--- config.mk ---
export PLATFORM = sky130hd
export DESIGN_NAME = spi_fifo_irq
export DESIGN_NICKNAME = d
export VERILOG_FILES = /design/src/rtl/spi_fifo_irq_pkg.sv /design/src/rtl/sfi_level_cmp.sv /design/src/rtl/sfi_sticky.sv /design/src/rtl/sfi_regbank.sv /design/src/rtl/spi_fifo_irq.sv
export SDC_FILE = /design/constraint.sdc
export NUM_CORES = 1
export LEC_CHECK = 0
export BUFFER_PORTS_ARGS = -buffer_cell sky130_fd_sc_hd__buf_2
export CORE_ASPECT_RATIO = 1.75
export CORE_MARGIN = 2
export CORE_UTILIZATION = 30
export CTS_BUF_LIST = sky130_fd_sc_hd__clkbuf_16
export CTS_CLUSTER_SIZE = 16
export DETAILED_ROUTE_END_ITERATION = 16
export PLACE_DENSITY = 0.65
export SYNTH_ARGS = -nofsm -noshare
export SYNTH_HDL_FRONTEND = slang
export SYNTH_SLANG_ARGS = --single-unit
--- constraint.sdc ---
create_clock -name clk -period 2.75 [get_ports clk]
set_input_delay 0.6875 -clock clk [delete_from_list [all_inputs] [get_ports clk]]
set_output_delay 0.6875 -clock clk [all_outputs]
set_load 0.005 [all_outputs]
--- src/rtl/spi_fifo_irq_pkg.sv ---
package spi_fifo_irq_pkg;

    localparam int STAT_W = 7;

    // status bit positions (decoded by software)
    localparam int B_RX_OVF  = 0;
    localparam int B_MODE_F  = 1;
    localparam int B_TX_LOW  = 2;
    localparam int B_TX_FULL = 3;
    localparam int B_RX_HIGH = 4;
    localparam int B_RX_FULL = 5;
    localparam int B_TX_UNF  = 6;

    // register byte offsets
    localparam logic [7:0] OFS_STATUS = 8'h04;
    localparam logic [7:0] OFS_MSET   = 8'h08;
    localparam logic [7:0] OFS_MCLR   = 8'h0C;
    localparam logic [7:0] OFS_MASK   = 8'h10;
    localparam logic [7:0] OFS_TX_THR = 8'h28;
    localparam logic [7:0] OFS_RX_THR = 8'h2C;

    typedef logic [STAT_W-1:0] stat_t;

endpackage

--- src/rtl/sfi_level_cmp.sv ---
module sfi_level_cmp #(
    parameter int DEPTH = 16,
    parameter int LVL_W = $clog2(DEPTH + 1)
) (
    input  logic [LVL_W-1:0] tx_level,
    input  logic [LVL_W-1:0] rx_level,
    input  logic [LVL_W-1:0] tx_thr,
    input  logic [LVL_W-1:0] rx_thr,
    output logic             tx_low,
    output logic             tx_full,
    output logic             rx_high,
    output logic             rx_full
);

    localparam logic [LVL_W-1:0] FULL_LVL = LVL_W'(DEPTH);

    always_comb begin
        tx_low  = (tx_level < tx_thr);
        rx_high = (rx_level >= rx_thr);
        tx_full = (tx_level == FULL_LVL);
        rx_full = (rx_level == FULL_LVL);
    end

endmodule

--- src/rtl/sfi_sticky.sv ---
module sfi_sticky #(
    parameter int N = 3
) (
    input  logic         clk,
    input  logic         rst_n,
    input  logic [N-1:0] evt,
    input  logic [N-1:0] clr,
    output logic [N-1:0] flag
);

    typedef struct packed {
        logic [N-1:0] flag;
    } st_t;

    st_t st_d, st_q;

    // an event in the clearing cycle keeps its flag set
    always_comb begin
        st_d = st_q;
        for (int i = 0; i < N; i++) begin
            st_d.flag[i] = evt[i] | (st_q.flag[i] & ~clr[i]);
        end
    end

    always_ff @(posedge clk or negedge rst_n) begin
        if (!rst_n) st_q <= '0;
        else        st_q <= st_d;
    end

    assign flag = st_q.flag;

endmodule

--- src/rtl/sfi_regbank.sv ---
module sfi_regbank
    import spi_fifo_irq_pkg::*;
#(
    parameter int ADDR_W = 8,
    parameter int DATA_W = 32,
    parameter int LVL_W  = 5
) (
    input  logic              clk,
    input  logic              rst_n,
    input  logic              wr_en,
    input  logic [ADDR_W-1:0] addr,
    input  logic [DATA_W-1:0] wdata,
    input  stat_t             status,
    output stat_t             mask,
    output logic [LVL_W-1:0]  tx_thr,
    output logic [LVL_W-1:0]  rx_thr,
    output stat_t             w1c,
    output logic [DATA_W-1:0] rdata
);

    typedef struct packed {
        stat_t            mask;
        logic [LVL_W-1:0] tx_thr;
        logic [LVL_W-1:0] rx_thr;
    } regs_t;

    regs_t r_d, r_q;

    logic  hit_status, hit_mset, hit_mclr, hit_txthr, hit_rxthr;
    stat_t wbits;
    logic  unused_wdata;

    assign wbits        = wdata[STAT_W-1:0];
    assign unused_wdata = ^wdata[DATA_W-1:STAT_W];

    always_comb begin
        hit_status = wr_en && (addr == ADDR_W'(OFS_STATUS));
        hit_mset   = wr_en && (addr == ADDR_W'(OFS_MSET));
        hit_mclr   = wr_en && (addr == ADDR_W'(OFS_MCLR));
        hit_txthr  = wr_en && (addr == ADDR_W'(OFS_TX_THR));
        hit_rxthr  = wr_en && (addr == ADDR_W'(OFS_RX_THR));
    end

    always_comb begin
        r_d = r_q;
        if (hit_mset)  r_d.mask   = r_q.mask | wbits;
        if (hit_mclr)  r_d.mask   = r_q.mask & ~wbits;
        if (hit_txthr) r_d.tx_thr = wdata[LVL_W-1:0];
        if (hit_rxthr) r_d.rx_thr = wdata[LVL_W-1:0];
    end

    always_ff @(posedge clk or negedge rst_n) begin
        if (!rst_n) begin
            r_q.mask   <= '0;
            r_q.tx_thr <= LVL_W'(1);
            r_q.rx_thr <= LVL_W'(1);
        end else begin
            r_q <= r_d;
        end
    end

    assign w1c = hit_status ? wbits : '0;

    always_comb begin
        rdata = '0;
        if      (addr == ADDR_W'(OFS_STATUS)) rdata = DATA_W'(status);
        else if (addr == ADDR_W'(OFS_MASK))   rdata = DATA_W'(r_q.mask);
        else if (addr == ADDR_W'(OFS_TX_THR)) rdata = DATA_W'(r_q.tx_thr);
        else if (addr == ADDR_W'(OFS_RX_THR)) rdata = DATA_W'(r_q.rx_thr);
    end

    assign mask   = r_q.mask;
    assign tx_thr = r_q.tx_thr;
    assign rx_thr = r_q.rx_thr;

endmodule

--- src/rtl/spi_fifo_irq.sv ---
module spi_fifo_irq
    import spi_fifo_irq_pkg::*;
#(
    parameter int DEPTH  = 16,
    parameter int ADDR_W = 8,
    parameter int DATA_W = 32,
    parameter int LVL_W  = $clog2(DEPTH + 1)
) (
    input  logic              clk,
    input  logic              rst_n,
    input  logic              bus_wr_en,
    input  logic [ADDR_W-1:0] bus_addr,
    input  logic [DATA_W-1:0] bus_wdata,
    output logic [DATA_W-1:0] bus_rdata,
    input  logic [LVL_W-1:0]  tx_level,
    input  logic [LVL_W-1:0]  rx_level,
    input  logic              rx_overflow_evt,
    input  logic              tx_underflow_evt,
    input  logic              mode_fault_evt,
    output logic              irq
);

    localparam int N_STICKY = 3;

    stat_t            status_w;
    stat_t            mask_q;
    stat_t            w1c;
    logic [LVL_W-1:0] tx_thr_q, rx_thr_q;
    logic             tx_low, tx_full, rx_high, rx_full;
    logic [N_STICKY-1:0] err_evt, err_clr, err_flag;

    sfi_regbank #(
        .ADDR_W (ADDR_W),
        .DATA_W (DATA_W),
        .LVL_W  (LVL_W)
    ) u_regs (
        .clk    (clk),
        .rst_n  (rst_n),
        .wr_en  (bus_wr_en),
        .addr   (bus_addr),
        .wdata  (bus_wdata),
        .status (status_w),
        .mask   (mask_q),
        .tx_thr (tx_thr_q),
        .rx_thr (rx_thr_q),
        .w1c    (w1c),
        .rdata  (bus_rdata)
    );

    sfi_level_cmp #(
        .DEPTH (DEPTH),
        .LVL_W (LVL_W)
    ) u_cmp (
        .tx_level (tx_level),
        .rx_level (rx_level),
        .tx_thr   (tx_thr_q),
        .rx_thr   (rx_thr_q),
        .tx_low   (tx_low),
        .tx_full  (tx_full),
        .rx_high  (rx_high),
        .rx_full  (rx_full)
    );

    // sticky slot order: 0 rx overflow, 1 mode fault, 2 tx underflow
    assign err_evt = {tx_underflow_evt, mode_fault_evt, rx_overflow_evt};
    assign err_clr = {w1c[B_TX_UNF], w1c[B_MODE_F], w1c[B_RX_OVF]};

    sfi_sticky #(
        .N (N_STICKY)
    ) u_sticky (
        .clk   (clk),
        .rst_n (rst_n),
        .evt   (err_evt),
        .clr   (err_clr),
        .flag  (err_flag)
    );

    always_comb begin
        status_w            = '0;
        status_w[B_RX_OVF]  = err_flag[0];
        status_w[B_MODE_F]  = err_flag[1];
        status_w[B_TX_LOW]  = tx_low;
        status_w[B_TX_FULL] = tx_full;
        status_w[B_RX_HIGH] = rx_high;
        status_w[B_RX_FULL] = rx_full;
        status_w[B_TX_UNF]  = err_flag[2];
    end

    typedef struct packed {
        logic irq;
    } out_t;

    out_t o_d, o_q;

    always_comb begin
        o_d     = o_q;
        o_d.irq = |(status_w & mask_q);
    end

    always_ff @(posedge clk or negedge rst_n) begin
        if (!rst_n) o_q <= '0;
        else        o_q <= o_d;
    end

    assign irq = o_q.irq;

endmodule

==> results of run 1 <==
## stage by stage
step / TNS (ns) / utilization [%] / area [um2] / hold WS, ns / instances
2_1_floorplan: 0 / - / 1690 / 0.392 / 192
3_3_place_gp: 0 / 33.8 / 1760 / 0.497 / 260
3_5_place_dp: -0.00550 / 33.8 / 1760 / 0.503 / 260
4_1_cts: 0 / 35.4 / 1840 / 0.405 / 264
5_1_grt: -0.0486 / 36.1 / 1880 / 0.425 / 264
6_report: 0 / 36.1 / 1880 / 0.388 / 264
## critical path, cell delays in order
cell and delay, ns:
buf_2 0.14, nor3_4 0.06, and3_1 0.19, and3b_2 0.27
a221o_1 0.32, a22o_1 0.20, buf_2 0.13
## area by class of cell
class                   count  area [um2]
well taps                  55        68.8
fillers                   538        3330
repair buffers             42         220
clock buffers               3        75.1
multi-input cells         130         938
clock inverters             1        5.00
flip-flops and latches     21         528
inverters                  12        45.0
## path summary, 6_finish.rpt
check	start	end	slack [ns]	cells past startpoint
min in group clk	flip-flop	flip-flop	0.51	1
max in group asynchronous	rst_n	u_regs.tx_thr[0]	2.00	1
worst max register to register	u_regs.rx_thr[0]	irq	1.12	6
worst max-delay path	bus_addr[7]	bus_rdata[0]	0.07	7
worst min-delay path	rst_n	u_regs.tx_thr[3]	0.39	1
worst min register to register	flip-flop	flip-flop	0.51	1
## cell families after synthesis
kind of cell | count (synthesis)
AOI/OAI and AO/OA | 36
adders and majority gates | 9
buffers and inverters | 41
DFF | 21
muxes | 12
other | 1
and+or+nand+nor | 48
## synthesized netlist by cell type, types with 2 or more instances
master / instances
dfrtp_1: 19
nor2_1: 9
dfstp_2: 2
a21o_1: 9
nand2_4: 2
buf_6: 2
nand3_1: 3
and3b_2: 2
mux2_4: 7
nand2_1: 15
mux2i_1: 2
clkbuf_1: 2
ha_1: 9
nand2b_1: 2
o211ai_1: 2
buf_4: 25
mux2_2: 3
a22o_1: 4
a21oi_1: 3
o21ai_0: 6
a221o_1: 4
a22oi_1: 3
inv_1: 12
nor4_1: 3
## metal layers
layer / share of wire [%] / track usage (%) / wire [um] / up-vias
met5: 0 / 0 / 0 / -
met4: 1.2 / 4.20 / 45 / 0
met3: 5.4 / 0.899 / 202 / 4
met2: 56 / 24.3 / 2080 / 60
met1: 38 / 13.9 / 1410 / 600
li1: - / - / - / 620
## repair_timing
item                                    in CTS  in global routing
hold buffers                                 0                  0
pin swaps                                    1                  5
hold endpoints to repair                     0                  0
gates resized for setup                      0                  6
endpoints found under the setup margin       1                  5
## power groups by stage
stage | logic, mW | registers, mW | clock network (mW)
CTS | 0.109 | 0.335 | 0.316
floorplan | 0.0822 | 0.336 | 0
global placement | 0.105 | 0.340 | 0
global route | 0.132 | 0.336 | 0.325
detailed placement | 0.109 | 0.340 | 0
finish | 0.116 | 0.334 | 0.312
==> out/summary.txt, run 1 <==
status -> complete, no violations
Setup Skew -> 0.00263 ns
residual DRC count -> 0
Sw Pwr -> 191 uW
area share of the largest cell type after synthesis -> 29.7%
Syn Area/Cell -> 9.53 um2
Pwr Density -> 405 nW/um2
CP startpoint kind -> primary input
die width -> 59.2 um
synthesized flop and latch total -> 21
area leader, netlist -> dfrtp_1
Critical Path RT -> 2.06 ns
Final Hold Fails -> 0
Pint -> 571 uW
Clk pwr share -> 40.9%
Post-Synth XOR/XNOR Area -> 0%
initial antenna violation count -> 0
Final GP Congestion -> 0.795
top_reg_cell synth -> dfrtp_1
kind of critical path -> primary input to output port
die area -> 5960 um2
synthesis warning total -> 0
Final Setup Violations -> 0
CTS root buf -> clkbuf_16
worst vdd ir -> 0.179 mV
Net Sw Frac -> 25.0%
pin count of the biggest net entering global routing -> 22
PortBufs -> 38
vias in the first global route -> 1268
routed len/inst -> 14.2 um
Logic pwr share -> 15.2%
post-CTS repair timing setup buffer count -> 0
mux cell area share after synthesis -> 9.92%
most frequent cells in the layout -> buf_2 (38), conb_1 (25), dfrtp_1 (19), nand2_1 (15), inv_1 (12)
routed via count -> 1284
Netlist Area Pre-Place -> 1600 um2
Antenna Nets Post-Route -> 0
DRT Pass-1 Iters -> 4
Area growth syn-to-layout -> 17.4%
Vias/cell -> 4.86
CTS tree -> yes
worst skew pair latency -> 0.25 ns
Post-Synth Adder-Cell Area -> 7.03%
Initial DRC Count -> 27
# H-tree levels -> 1
total wire length -> 3.74 mm
starting density of the core -> 30.7%
final period utilization -> 97.6%
layout cell share with drive strength beyond 1 -> 34.0%
sequential share of power -> 43.9%
sequential area share after synthesis -> 33.0%
Pwr Total -> 762 uW
Place WS -> -0.00550 ns
leakage power -> 0.986 nW
gr usage total -> 12.7%
first-pass GRT wire length -> 5.82 mm
worst min-delay path class -> primary input to asynchronous set/reset pin
most common cell after layout, fill and taps aside -> buf_2
clk buf depth -> 2
Syn Inst Count -> 168
Worst-path clk slew -> 0.06 ns
Critical Path End Type -> output port
CORE AREA -> 5210 um2
CTS sink count -> 21
row count -> 35
DP HPWL -> 3.04 mm
largest family of logic cells by synthesized area -> compound AO/OA/AOI/OAI gates
remaining global-route overflow -> 0
max cap viols -> 0
EDFF count, synth -> 0
CTS buffer count -> 3
Async S/R FF share, synth -> 100%
final worst slack -> 0.0671 ns
post-synth cell types -> 42
Data arrival, critical path -> 2.00 ns
ant diodes -> 0
top cells by area, synth -> dfrtp_1 (30%), buf_4 (12%), ha_1 (7.0%)
critical path peak fanout -> 6
area fraction in compound gates after synthesis -> 16.7%
max-slew violation count -> 0
# IOs -> 89
Die Span Y -> 101 um
achievable frequency -> 373 MHz
Final #Nets -> 275
simple-gate share of the synthesized area -> 16.7%
fin crit period -> 2.68 ns
No activity file was read; power rests on OpenSTA's default activity.
==> run 2: changes to the inputs <==
==> constraint.sdc (replaced) <==
create_clock -name clk -period 2.85 [get_ports clk]
set_input_delay 0.7125 -clock clk [delete_from_list [all_inputs] [get_ports clk]]
set_output_delay 0.7125 -clock clk [all_outputs]
set_load 0.005 [all_outputs]
==> run 2 against run 1 <==
Compared with the run above: sequential share of layout area rose by 0.34 points; total power is 4.0% lower; sequential power fell by 3%; clock-buffer cell count did not move; hold slack improved by 0.024 ns; worst setup slack better by 0.040 ns; critical path depth up 2.
==> out/summary.txt, run 2 (same netlist as run 1, synthesis figures left out) <==
max cap viols -> 0 (unchanged)
Worst-path clk slew -> 0.06 ns (about the same)
DRT Pass-1 Iters -> 4 (unchanged)
residual DRC count -> 0 (unchanged)
worst skew pair latency -> 0.25 ns (about the same)
# H-tree levels -> 1 (unchanged)
Final GP Congestion -> 0.795 (unchanged)
worst vdd ir -> 0.173 mV (-3.4%)
status -> complete, no violations
remaining global-route overflow -> 0 (unchanged)
leakage power -> 0.977 nW (-0.93%)
most frequent cells in the layout -> buf_2 (38), conb_1 (25), dfrtp_1 (19), nand2_1 (15), inv_1 (12)
Final #Nets -> 275 (unchanged)
CTS sink count -> 21 (unchanged)
starting density of the core -> 30.7% (unchanged)
Slew headroom -> 66.7%
Core Util, Final -> 35.7% (-0.43 points)
kind of critical path -> primary input to output port
layout cell share with drive strength beyond 1 -> 33.5% (-0.48 points)
total wire length -> 3.70 mm (-1.1%)
Initial DRC Count -> 22 (-19%)
initial antenna violation count -> 0 (unchanged)
Vias/cell -> 4.83 (-0.62%)
fin crit period -> 2.74 ns
gr usage total -> 12.7% (unchanged)
Die Span Y -> 101 um (unchanged)
Pwr Density -> 394 nW/um2 (-2.9%)
routed len/inst -> 14.0 um (-1.1%)
Critical Path End Type -> output port
CP startpoint kind -> primary input
worst hold margin -> 0.412 ns (+0.0243 ns)
DP HPWL -> 3.04 mm (unchanged)
max-slew violation count -> 0 (unchanged)
Final Setup Violations -> 0 (unchanged)
Setup Skew -> 0.00272 ns (+0.0000858 ns)
filler instances -> 540 (+0.37%)
most common cell after layout, fill and taps aside -> buf_2
ant diodes -> 0 (unchanged)
worst min-delay path class -> primary input to asynchronous set/reset pin
Data arrival, critical path -> 2.03 ns (+0.03 ns)
final period utilization -> 96.3%
CTS buffer count -> 3 (unchanged)
DP Area -> 1760 um2 (unchanged)
clk buf depth -> 2 (unchanged)
first-pass GRT wire length -> 5.82 mm (unchanged)
die width -> 59.2 um (unchanged)
Worst Max-Slew Pin Slew -> 0.495 ns
# IOs -> 89 (unchanged)
pin count of the biggest net entering global routing -> 22 (unchanged)
Critical Path RT -> 2.14 ns (+0.08 ns)
Final Cell Area -> 1860 um2 (-1.2%)
post-CTS repair timing setup buffer count -> 0 (unchanged)
Final Hold Fails -> 0 (unchanged)
Area growth syn-to-layout -> 16.0%
row count -> 35 (unchanged)
die area -> 5960 um2 (unchanged)
CTS root buf -> clkbuf_16
PortBufs -> 38 (unchanged)
achievable frequency -> 365 MHz
Antenna Nets Post-Route -> 0 (unchanged)
CTS tree -> yes
CORE AREA -> 5210 um2 (unchanged)
vias in the first global route -> 1268 (unchanged)
routed via count -> 1276 (-0.62%)
critical path peak fanout -> 2 (-4)
==> run 2: worst max-delay path, stage by stage <==
cell	delay, ns
buf_2	0.09
inv_1	0.04
ha_1	0.27
nand2b_1	0.16
a211oi_2	0.21
o21bai_1	0.11
a21oi_2	0.17
o211ai_1	0.12
buf_2	0.15
==> run 2: final timing paths <==
path                                   from          endpoint  slack, ns  depth (start not counted)
setup / recovery                rx_level[0]      bus_rdata[4]       0.11                          9
hold / removal                        rst_n  u_regs.tx_thr[3]       0.41                          1
setup reg to reg           u_regs.rx_thr[0]               irq       1.18                          6
hold reg to reg                   flip-flop         flip-flop       0.51                          1
max in group asynchronous             rst_n  u_regs.tx_thr[0]       2.07                          1
min in group clk                  flip-flop         flip-flop       0.51                          1
==> run 2: final cells by class <==
cell class | instances | area, um2 | area share [%]
multi-input combinational | 130 | 916 | 49.3
sequential | 21 | 528 | 28.4
timing repair buffer | 42 | 220 | 11.9
clock buffer | 3 | 75.1 | 4.04
tap | 55 | 68.8 | 3.70
inverter | 12 | 45.0 | 2.42
clock inverter | 1 | 5.00 | 0.269
==> run 2: what timing repair did <==
| action | 4_1_cts | 5_1_grt |
|---|---|---|
| hold buffers | 0 | 0 |
| gates resized for setup | 0 | 3 |
| endpoints found under the setup margin | 0 | 5 |
==> run 2: where the power goes <==
group | total [mW] | internal, mW | switching, mW
combinational | 0.107 | 0.0489 | 0.0586
clock | 0.301 | 0.189 | 0.113
sequential | 0.323 | 0.312 | 0.0106
==> run 2: routing by layer <==
layer	part of all wire, %	global-route usage [%]
met1	38	13.9
met2	56	24.3
met3	5.3	0.899
met4	1.2	4.20
met5	0	0
==> run 2: metrics by stage <==
stage	power [mW]	std cells	TNS [ns]	setup slack [ns]
after floorplan	0.403	192	0	0.388
after global placement	0.430	260	0	0.0824
after detailed placement	0.433	260	0	0.0445
after CTS	0.733	264	0	0.0496
after global routing	0.761	264	-0.0208	-0.0208
final	0.731	264	0	0.107
==> run 3: changes to the inputs <==
--- a/config.mk
+++ b/config.mk
@@ -8,11 +8,11 @@
 export BUFFER_PORTS_ARGS = -buffer_cell sky130_fd_sc_hd__buf_2
 export CORE_ASPECT_RATIO = 1.75
 export CORE_MARGIN = 2
-export CORE_UTILIZATION = 30
+export CORE_UTILIZATION = 40
 export CTS_BUF_LIST = sky130_fd_sc_hd__clkbuf_16
 export CTS_CLUSTER_SIZE = 16
 export DETAILED_ROUTE_END_ITERATION = 16
-export PLACE_DENSITY = 0.65
+export PLACE_DENSITY = 0.83
 export SYNTH_ARGS = -nofsm -noshare
 export SYNTH_HDL_FRONTEND = slang
 export SYNTH_SLANG_ARGS = --single-unit
==> constraint.sdc (replaced) <==
create_clock -name clk -period 2.3 [get_ports clk]
set_input_delay 0.575 -clock clk [delete_from_list [all_inputs] [get_ports clk]]
set_output_delay 0.575 -clock clk [all_outputs]
set_load 0.005 [all_outputs]
==> run 3 against run 2 <==
Compared with the run above: the run now ends with negative setup slack left; clock-buffer cell count unchanged; largest power group unchanged; final cell count rose by 3.8%; largest cell class unchanged; clock skew is 0.0013 ns lower; via count is 9.9% higher; non-clock buffer count rose by 17; combinational power rose by 64%; total power grew 28%; die area shrank 24%.
==> out/summary.txt, run 3 (same netlist as run 1, synthesis figures left out) <==
status -> complete, but fails checks
failing checks -> negative setup slack
Initial DRC Count -> 54 (+150%)
worst min-delay path class -> primary input to asynchronous set/reset pin
gr usage total -> 18.2% (+5.5 points)
Area growth syn-to-layout -> 32.0%
Pwr Total -> 938 uW (+28%)
DP HPWL -> 3.00 mm (-1.3%)
Critical Path RT -> 1.73 ns (-0.41 ns)
die area -> 4550 um2 (-24%)
initial antenna violation count -> 0 (unchanged)
most frequent cells in the layout -> buf_2 (32), conb_1 (25), dfrtp_1 (19), buf_4 (19), nand2_1 (14)
Final #Nets -> 292 (+6.2%)
row count -> 30 (-14%)
vias in the first global route -> 1402 (+11%)
Final GP Congestion -> 0.876 (+10%)
Slowest-stage cell, CP -> dfstp_2
first-pass GRT wire length -> 6.35 mm (+9.0%)
CTS sink count -> 21 (unchanged)
Final Setup Violations -> 5 (+5)
pin count of the biggest net entering global routing -> 22 (unchanged)
Worst-path clk slew -> 0.06 ns (about the same)
DRT Pass-1 Iters -> 4 (unchanged)
Setup Skew -> 0.00139 ns (-0.00133 ns)
# IOs -> 89 (unchanged)
Critical Path End Type -> output port
final period utilization -> 106%
PortBufs -> 38 (unchanged)
Vias/cell -> 5.12 (+5.9%)
kind of critical path -> flip-flop to output port
Die Span Y -> 87.7 um (-13%)
remaining global-route overflow -> 0 (unchanged)
leakage power -> 1.09 nW (+12%)
fin crit period -> 2.44 ns
Final Cell Area -> 2110 um2 (+14%)
max-slew violation count -> 0 (unchanged)
most common cell after layout, fill and taps aside -> buf_2
Pwr Density -> 444 nW/um2 (+13%)
achievable frequency -> 410 MHz
CTS root buf -> clkbuf_16
ant diodes -> 0 (unchanged)
total wire length -> 3.82 mm (+3.3%)
Data arrival, critical path -> 1.87 ns (-0.16 ns)
CORE AREA -> 3870 um2 (-26%)
CTS Hold Buffers Added -> 0 (unchanged)
clk buf depth -> 2 (unchanged)
# H-tree levels -> 1 (unchanged)
Final Hold Fails -> 0 (unchanged)
worst skew pair latency -> 0.25 ns (about the same)
RSZ-0062 raised after global routing -> true
final worst slack -> -0.141 ns (-0.248 ns)
crit path cell chain -> ha_4 > nand2b_4 > a211oi_2 > o21bai_1 > a21oi_2 > o211ai_1 > buf_2
routed via count -> 1402 (+9.9%)
max cap viols -> 0 (unchanged)
CP startpoint kind -> flip-flop
CTS tree -> yes
routed len/inst -> 13.9 um (-0.44%)
residual DRC count -> 0 (unchanged)
DP Area -> 1830 um2 (+3.8%)
layout cell share with drive strength beyond 1 -> 42.9% (+9.4 points)
CTS buffer count -> 3 (unchanged)
CP max stage delay -> 0.55 ns (+0.28 ns)
worst vdd ir -> 0.342 mV (+98%)
Antenna Nets Post-Route -> 0 (unchanged)
critical path peak fanout -> 2 (unchanged)
starting density of the core -> 41.4% (+11 points)
die width -> 51.8 um (-12%)
==> run 3: per-stage QoR <==
step           setup TNS (ns)  util [%]  setup slack, ns  hold slack, ns  instances
2_1_floorplan               0         -            0.113           0.279        192
3_3_place_gp           -0.427      47.3           -0.179           0.479        263
3_5_place_dp           -0.681      47.3           -0.242           0.493        263
4_1_cts                -0.187      53.7           -0.120           0.291        273
5_1_grt                -0.601      54.7           -0.202           0.310        274
6_report               -0.212      54.7           -0.141           0.275        274
==> run 3: path summary, 6_finish.rpt <==
| kind | slack [ns] | endpoint | from | cells past startpoint |
|---|---|---|---|---|
| worst min-delay path | 0.27 | u_regs.tx_thr[4] | rst_n | 1 |
| worst max register to register | 0.70 | irq | u_regs.tx_thr[2] | 8 |
| min in group clk | 0.50 | u_sticky.flag[2] | tx_underflow_evt | 2 |
| max in group asynchronous | 1.68 | u_regs.tx_thr[0] | rst_n | 1 |
| worst max-delay path | -0.14 | bus_rdata[4] | u_regs.rx_thr[0] | 7 |
| worst min register to register | 0.51 | flip-flop | flip-flop | 1 |
==> run 3: report_power, final <==
| group | internal, mW | switching (mW) |
|---|---|---|
| logic | 0.0910 | 0.0846 |
| clock network | 0.233 | 0.129 |
| registers | 0.387 | 0.0130 |
| total | 0.711 | 0.226 |
==> run 3: area by class of cell <==
cell class	instances	area, um2
Tap cell	48	60.1
Clock buffer	3	75.1
Clock inverter	1	5.00
Sequential cell	21	528
Multi-Input combinational cell	130	996
Timing Repair Buffer	59	404
Fill cell	327	1750
Inverter	12	45.0
==> run 3: timing repair <==
| action | CTS | global route |
|---|---|---|
| endpoints found under the hold margin | 0 | 0 |
| buffers inserted | 6 | 1 |
| gates resized for setup | 26 | 6 |
| pin swaps | 19 | 8 |
| endpoints found under the setup margin | 5 | 6 |
==> run 3: metal layers <==
| layer | vias to the layer above | GRT usage (%) | share of wire, % |
|---|---|---|---|
| li1 | 660 | - | - |
| met1 | 663 | 20.8 | 37 |
| met2 | 71 | 33.3 | 56 |
| met3 | 8 | 1.02 | 4.5 |
| met4 | 0 | 8.85 | 2.5 |
| met5 | - | 0 | 0 |
==> run 3: critical path: cells and delay by family (launching register included) <==
family / cells / cell delay, ns
flip-flops: 1 / 0.55
AO/OA/AOI/OAI: 4 / 0.58
buffers and inverters: 1 / 0.15
adder cells (fa/ha/maj): 1 / 0.19
AND/OR/NAND/NOR: 1 / 0.13
